File: src/rtl/eag_pkg.sv
package eag_pkg;

    localparam int ADDR_W   = 31;
    localparam int NARROW_W = 24;
    localparam int DISP_W   = 12;
    localparam int SEL_W    = 4;
    localparam int BUS_W    = ADDR_W + 1;

    typedef enum logic [1:0] {
        CLS_INSN  = 2'd0,
        CLS_OPND  = 2'd1,
        CLS_TABLE = 2'd2,
        CLS_MON   = 2'd3
    } acc_class_e;

    typedef struct packed {
        acc_class_e        cls;
        logic              amode;
        logic [ADDR_W-1:0] base_term;
        logic [ADDR_W-1:0] idx_term;
        logic [DISP_W-1:0] disp;
    } eag_req_t;

    function automatic logic keeps_full_width(acc_class_e cls, logic amode);
        return amode || (cls == CLS_TABLE) || (cls == CLS_MON);
    endfunction

endpackage

File: src/rtl/eag_term_gate.sv
module eag_term_gate #(
    parameter int SEL_W  = 4,
    parameter int DATA_W = 31
) (
    input  logic [SEL_W-1:0]  sel,
    input  logic [DATA_W-1:0] val,
    output logic [DATA_W-1:0] term
);
    always_comb begin
        term = (sel == '0) ? '0 : val;
    end
endmodule

File: src/rtl/eag_adder.sv
module eag_adder #(
    parameter int ADDR_W = 31,
    parameter int DISP_W = 12
) (
    input  logic [ADDR_W-1:0] a,
    input  logic [ADDR_W-1:0] b,
    input  logic [DISP_W-1:0] d,
    output logic [ADDR_W-1:0] sum
);
    localparam int PAD_W = ADDR_W - DISP_W;

    always_comb begin
        sum = a + b + {{PAD_W{1'b0}}, d};
    end
endmodule

File: src/rtl/eag_width_limit.sv
module eag_width_limit
    import eag_pkg::*;
#(
    parameter int FULL_W   = 31,
    parameter int NARROW_W = 24
) (
    input  logic [FULL_W-1:0] sum,
    input  acc_class_e        cls,
    input  logic              amode,
    output logic [FULL_W-1:0] addr
);
    localparam int ZPAD_W = FULL_W - NARROW_W;

    always_comb begin
        if (keeps_full_width(cls, amode)) begin
            addr = sum;
        end else begin
            addr = {{ZPAD_W{1'b0}}, sum[NARROW_W-1:0]};
        end
    end
endmodule

File: src/rtl/eag_top.sv
module eag_top
    import eag_pkg::*;
(
    input  logic                clk,
    input  logic                rst,
    input  logic                req_valid,
    input  logic [1:0]          req_class,
    input  logic                amode,
    input  logic [SEL_W-1:0]    base_sel,
    input  logic [ADDR_W-1:0]   base_val,
    input  logic [SEL_W-1:0]    idx_sel,
    input  logic [ADDR_W-1:0]   idx_val,
    input  logic [DISP_W-1:0]   disp,
    output logic                ea_valid,
    output logic [BUS_W-1:0]    ea_addr
);
    localparam int NTERM = 2;

    logic [NTERM-1:0][SEL_W-1:0]  sel_arr;
    logic [NTERM-1:0][ADDR_W-1:0] val_arr;
    logic [NTERM-1:0][ADDR_W-1:0] term_arr;

    assign sel_arr = {idx_sel, base_sel};
    assign val_arr = {idx_val, base_val};

    for (genvar g = 0; g < NTERM; g++) begin : g_term
        eag_term_gate #(.SEL_W(SEL_W), .DATA_W(ADDR_W)) u_gate (
            .sel  (sel_arr[g]),
            .val  (val_arr[g]),
            .term (term_arr[g])
        );
    end

    eag_req_t req;
    always_comb begin
        req.cls       = acc_class_e'(req_class);
        req.amode     = amode;
        req.base_term = term_arr[0];
        req.idx_term  = term_arr[1];
        req.disp      = disp;
    end

    logic [ADDR_W-1:0] raw_sum;
    logic [ADDR_W-1:0] lim_addr;

    eag_adder #(.ADDR_W(ADDR_W), .DISP_W(DISP_W)) u_add (
        .a   (req.base_term),
        .b   (req.idx_term),
        .d   (req.disp),
        .sum (raw_sum)
    );

    eag_width_limit #(.FULL_W(ADDR_W), .NARROW_W(NARROW_W)) u_lim (
        .sum   (raw_sum),
        .cls   (req.cls),
        .amode (req.amode),
        .addr  (lim_addr)
    );

    logic              vld_q;
    logic [ADDR_W-1:0] addr_q;

    always_ff @(posedge clk) begin
        if (rst) begin
            vld_q  <= 1'b0;
            addr_q <= '0;
        end else begin
            vld_q <= req_valid;
            if (req_valid) begin
                addr_q <= lim_addr;
            end
        end
    end

    assign ea_valid = vld_q;
    assign ea_addr  = {1'b0, addr_q};
endmodule

File: config.mk
export PLATFORM = sky130hd
export DESIGN_NAME = eag_top
export DESIGN_NICKNAME = d
export VERILOG_FILES = /design/src/rtl/eag_pkg.sv /design/src/rtl/eag_term_gate.sv /design/src/rtl/eag_adder.sv /design/src/rtl/eag_width_limit.sv /design/src/rtl/eag_top.sv
export SDC_FILE = /design/constraint.sdc
export NUM_CORES = 1
export LEC_CHECK = 0
export BUFFER_PORTS_ARGS = -buffer_cell sky130_fd_sc_hd__buf_2
export CORE_MARGIN = 5
export CORE_UTILIZATION = 50
export DETAILED_ROUTE_END_ITERATION = 10
export PLACE_DENSITY = 0.77
export SKIP_LAST_GASP = 1
export SLEW_MARGIN = 15
export SYNTH_ARGS = -nofsm -noshare
export SYNTH_HDL_FRONTEND = slang
export SYNTH_SLANG_ARGS = --single-unit
File: constraint.sdc
create_clock -name clk -period 5.08 [get_ports clk]
set_clock_uncertainty 0.1 [all_clocks]
set_input_delay 0.254 -clock clk [delete_from_list [all_inputs] [get_ports clk]]
set_output_delay 0.254 -clock clk [all_outputs]
set_load 0.01 [all_outputs]
==> metrics.csv <==
stage;metric;value;unit
timing;hold_viol_final;0;
drt;dr.pass1.iters;5;
timing;fin_crit;3.73;ns
drt;drtIter0Drc;212;
floorplan;start_util;0.515;
pwr;switching_share;0.402;
timing;setup_violations;0;
drt;drc;0;
placement;place_hpwl;7.19;mm
drt;vias;3325;
global_route;grt_pass1_wl;14.6;mm
timing;slew_viol_final;0;
timing;worst_slack;1.35;ns
placement;dp_cells;609;
setup_path;cp-startpoint;base_sel[3];
logic_synthesis;yosysTopAreaCellShare;0.182;
hold_path;min_from;rst;
logic_synthesis;yosysTopAreaCell;dfxtp_1;
logic_synthesis;synthesis.nets;562;
pwr;combPwrFrac;0.536;
clock_network;cts_buffer_depth;2;
setup_path;worstSetupPathType;primary input to flip-flop;
clock_network;cts_setup_buffers;0;
floorplan;num_rows;30;
layout;syn2layout_area_growth;21.1;%
hold_path;worstHoldPathType;primary input to flip-flop;
floorplan;ios;121;
status;outcome;finished clean;
logic_synthesis;async_flop_share;0;
global_route;grt_max_degree;32;
pwr;p_int;676;uW
logic_synthesis;syn_inst;414;
timing;rsz0062_at_grt;false;
setup_path;critPathMostFrequentCell;fa_1;
layout;fillers;652;
timing;fmax;268;MHz
setup_path;cp.arrival;3.77;ns
clock_network;hold_buffers;0;
floorplan;core_area;0.00683;mm2
global_route;grt_usage;0.201;
logic_synthesis;syn_area;0.00352;mm2
pwr;power.share.clock;0.186;
clock_network;post_cts_resized;0;
drt;wire_per_inst;14.5;um
placement;pre_cts_ws;1.02;ns
setup_path;cp-end-kind;flip-flop;
drt;via_per_inst;5.39;
timing;setup-tns-final;0;ns
pwr;vdd_drop_max;105;uV
timing;worstMarginPinSlew;1.06;ns
timing;min_period_over_period;0.735;
logic_synthesis;yosysUniqueCellTypes;59;
setup_path;r2r_start;addr_q[5];
drt;drt-total-wl;8.96;mm
layout;fin_nets;668;
clock_network;cts_tree;yes;
setup_path;cp-start-kind;primary input;
pwr;seqPwrFrac;0.278;
run;maxCapViolCount;0;
pwr;p_leak;2.08;nW
clock_network;cts_max_level;2;
pwr;power_density;265;mW/mm2
floorplan;die_y;93.9;um
logic_synthesis;synth.avg_cell_area;8.50;um2
global_route;antenna_found_initial;0;
global_route;grt_pass1_vias;3255;
setup_path;slowest_stage;fa_1;
clock_network;clk_latency;0.29;ns
logic_synthesis;yosysWarnings;0;
logic_synthesis;synth_seq_cells;32;
setup_path;crit_path_cell_trace;buf_2 -> nor4_2 -> buf_4 -> nor2b_1 -> fa_1 -> ha_1 -> fa_1 -> a211oi_2 -> o21a_1 -> or4_4 -> nand2_2 -> a31o_4 -> a311oi_1 -> xor2_1 -> o21ai_1;
layout;drive_above_1_share;0.276;
logic_synthesis;yosysSeqAreaShare;0.182;
pwr;p_sw;455;uW
clock_network;clk_pin_slew;0.08;ns
logic_synthesis;synth_edf_count;0;
clock_network;root_buffer;clkbuf_8;
logic_synthesis;yosys-top-cells-area;dfxtp_1, ha_1, nor2b_1;
layout;antennaDiodeCount;0;
pwr;finalPower;1.13;mW
timing;max_slew_margin;0.292;
setup_path;critPathRequiredTime;5.12;ns
layout;final_cells;617;
setup_path;cp_max_fo;31;
setup_path;crit_path_max_incr_delay;0.47;ns
clock_network;numCtsBuffers;5;
drt;ant_nets;0;
clock_network;numClockSinks;32;
global_route;overflow;0;
placement;portBuffers;118;
floorplan;die-area;0.00881;mm2
logic_synthesis;ys.flop_type;dfxtp_1;
floorplan;die_w;93.9;um
placement;gp_congestion;0.919;
[through the flow]
step	hold slack [ns]	instance area, um2	utilization
2_1_floorplan	0.372	3520	-
6_report	0.233	4260	0.624
5_1_grt	0.250	4260	0.624
3_5_place_dp	0.344	4170	0.610
3_3_place_gp	0.336	4170	0.610
4_1_cts	0.234	4260	0.624
[cells by family after synthesis]
logic type / count (synthesis) / synth area share
simple gates: 150 / 0.229
compound gates: 103 / 0.216
fa+ha+maj: 60 / 0.241
flops: 32 / 0.182
buf+inv: 32 / 0.0370
xor+xnor: 25 / 0.0623
mux: 11 / 0.0313
other cells: 1 / 0.00107
[cells in the final DEF (no fill, tap or decap), types with 5 or more instances in the layout]
cell      Yosys  routed
ha_1         47      47
nand4_1       5       5
nand2_1      22      22
o21ai_1       5       5
inv_1        10      10
clkbuf_8      0       6
fa_1         13      13
nor2_1       33      33
nand3_1       7       7
xnor2_1      16      16
xor2_1        9       9
nor3_1        5       5
nor2b_1      65      65
a211oi_1      6       6
a21o_1        9       9
a21oi_1      24      24
a31oi_1       6       6
mux2i_1      11      11
a22o_1        8       8
o21ai_0      14      14
buf_2         4     118
dfxtp_1      32      32
[flip-flops by register name, summed over array words and instances (netlist names)]
| name | cells |
|---|---|
| addr_q | 31 |
| ea_valid | 1 |
[power groups by stage]
stage	logic, mW	registers [mW]	clock network (mW)
floorplan	0.423	0.335	0
global placement	0.589	0.319	0
detailed placement	0.601	0.320	0
CTS	0.605	0.315	0.215
global route	0.675	0.319	0.224
finish	0.606	0.314	0.210
[worst paths after layout]
kind	endpoint	slack, ns	cells after the start
hold reg to reg	addr_q[26]	0.35	2
setup / recovery	addr_q[27]	1.35	15
setup reg to reg	addr_q[5]	4.31	3
hold / removal	addr_q[4]	0.23	2
[area by class of cell]
| class | count | area (um2) | share of cell area |
|---|---|---|---|
| clock buffers | 7 | 86.3 | 0.0203 |
| clock inverters | 1 | 7.51 | 0.00176 |
| inverters | 11 | 41.3 | 0.00969 |
| multi-input cells | 350 | 2760 | 0.648 |
| flip-flops and latches | 32 | 641 | 0.150 |
| well taps | 96 | 120 | 0.0282 |
| repair buffers | 120 | 606 | 0.142 |
[worst max-delay path: cells and delay by family]
kind / cells / cell delay [ns]
buffers and inverters: 2 / 0.46
and+or+nand+nor: 4 / 0.58
adders and majority gates: 3 / 1.16
xor gates and xnor gates: 1 / 0.21
AOI/OAI and AO/OA: 5 / 1.12
[synth_stat cells (all sizes together) (6+ instances only)]
cell type,n
a21oi,25
xor2,9
buf,6
a31oi,7
nand2,23
a21o,9
dfxtp,32
mux2i,11
a22o,8
o21ai,19
a211oi,7
fa,13
nor2b,65
clkbuf,15
ha,47
xnor2,16
inv,10
nor2,33
nand3,7
[routing by layer]
layer	wire (um)	vias up	GRT usage
li1	-	1672	-
met1	4000	1535	0.257
met2	4270	106	0.351
met3	547	12	0.0232
met4	138	0	0.0602
met5	0	-	0
Power figures use the tool's default switching activity.
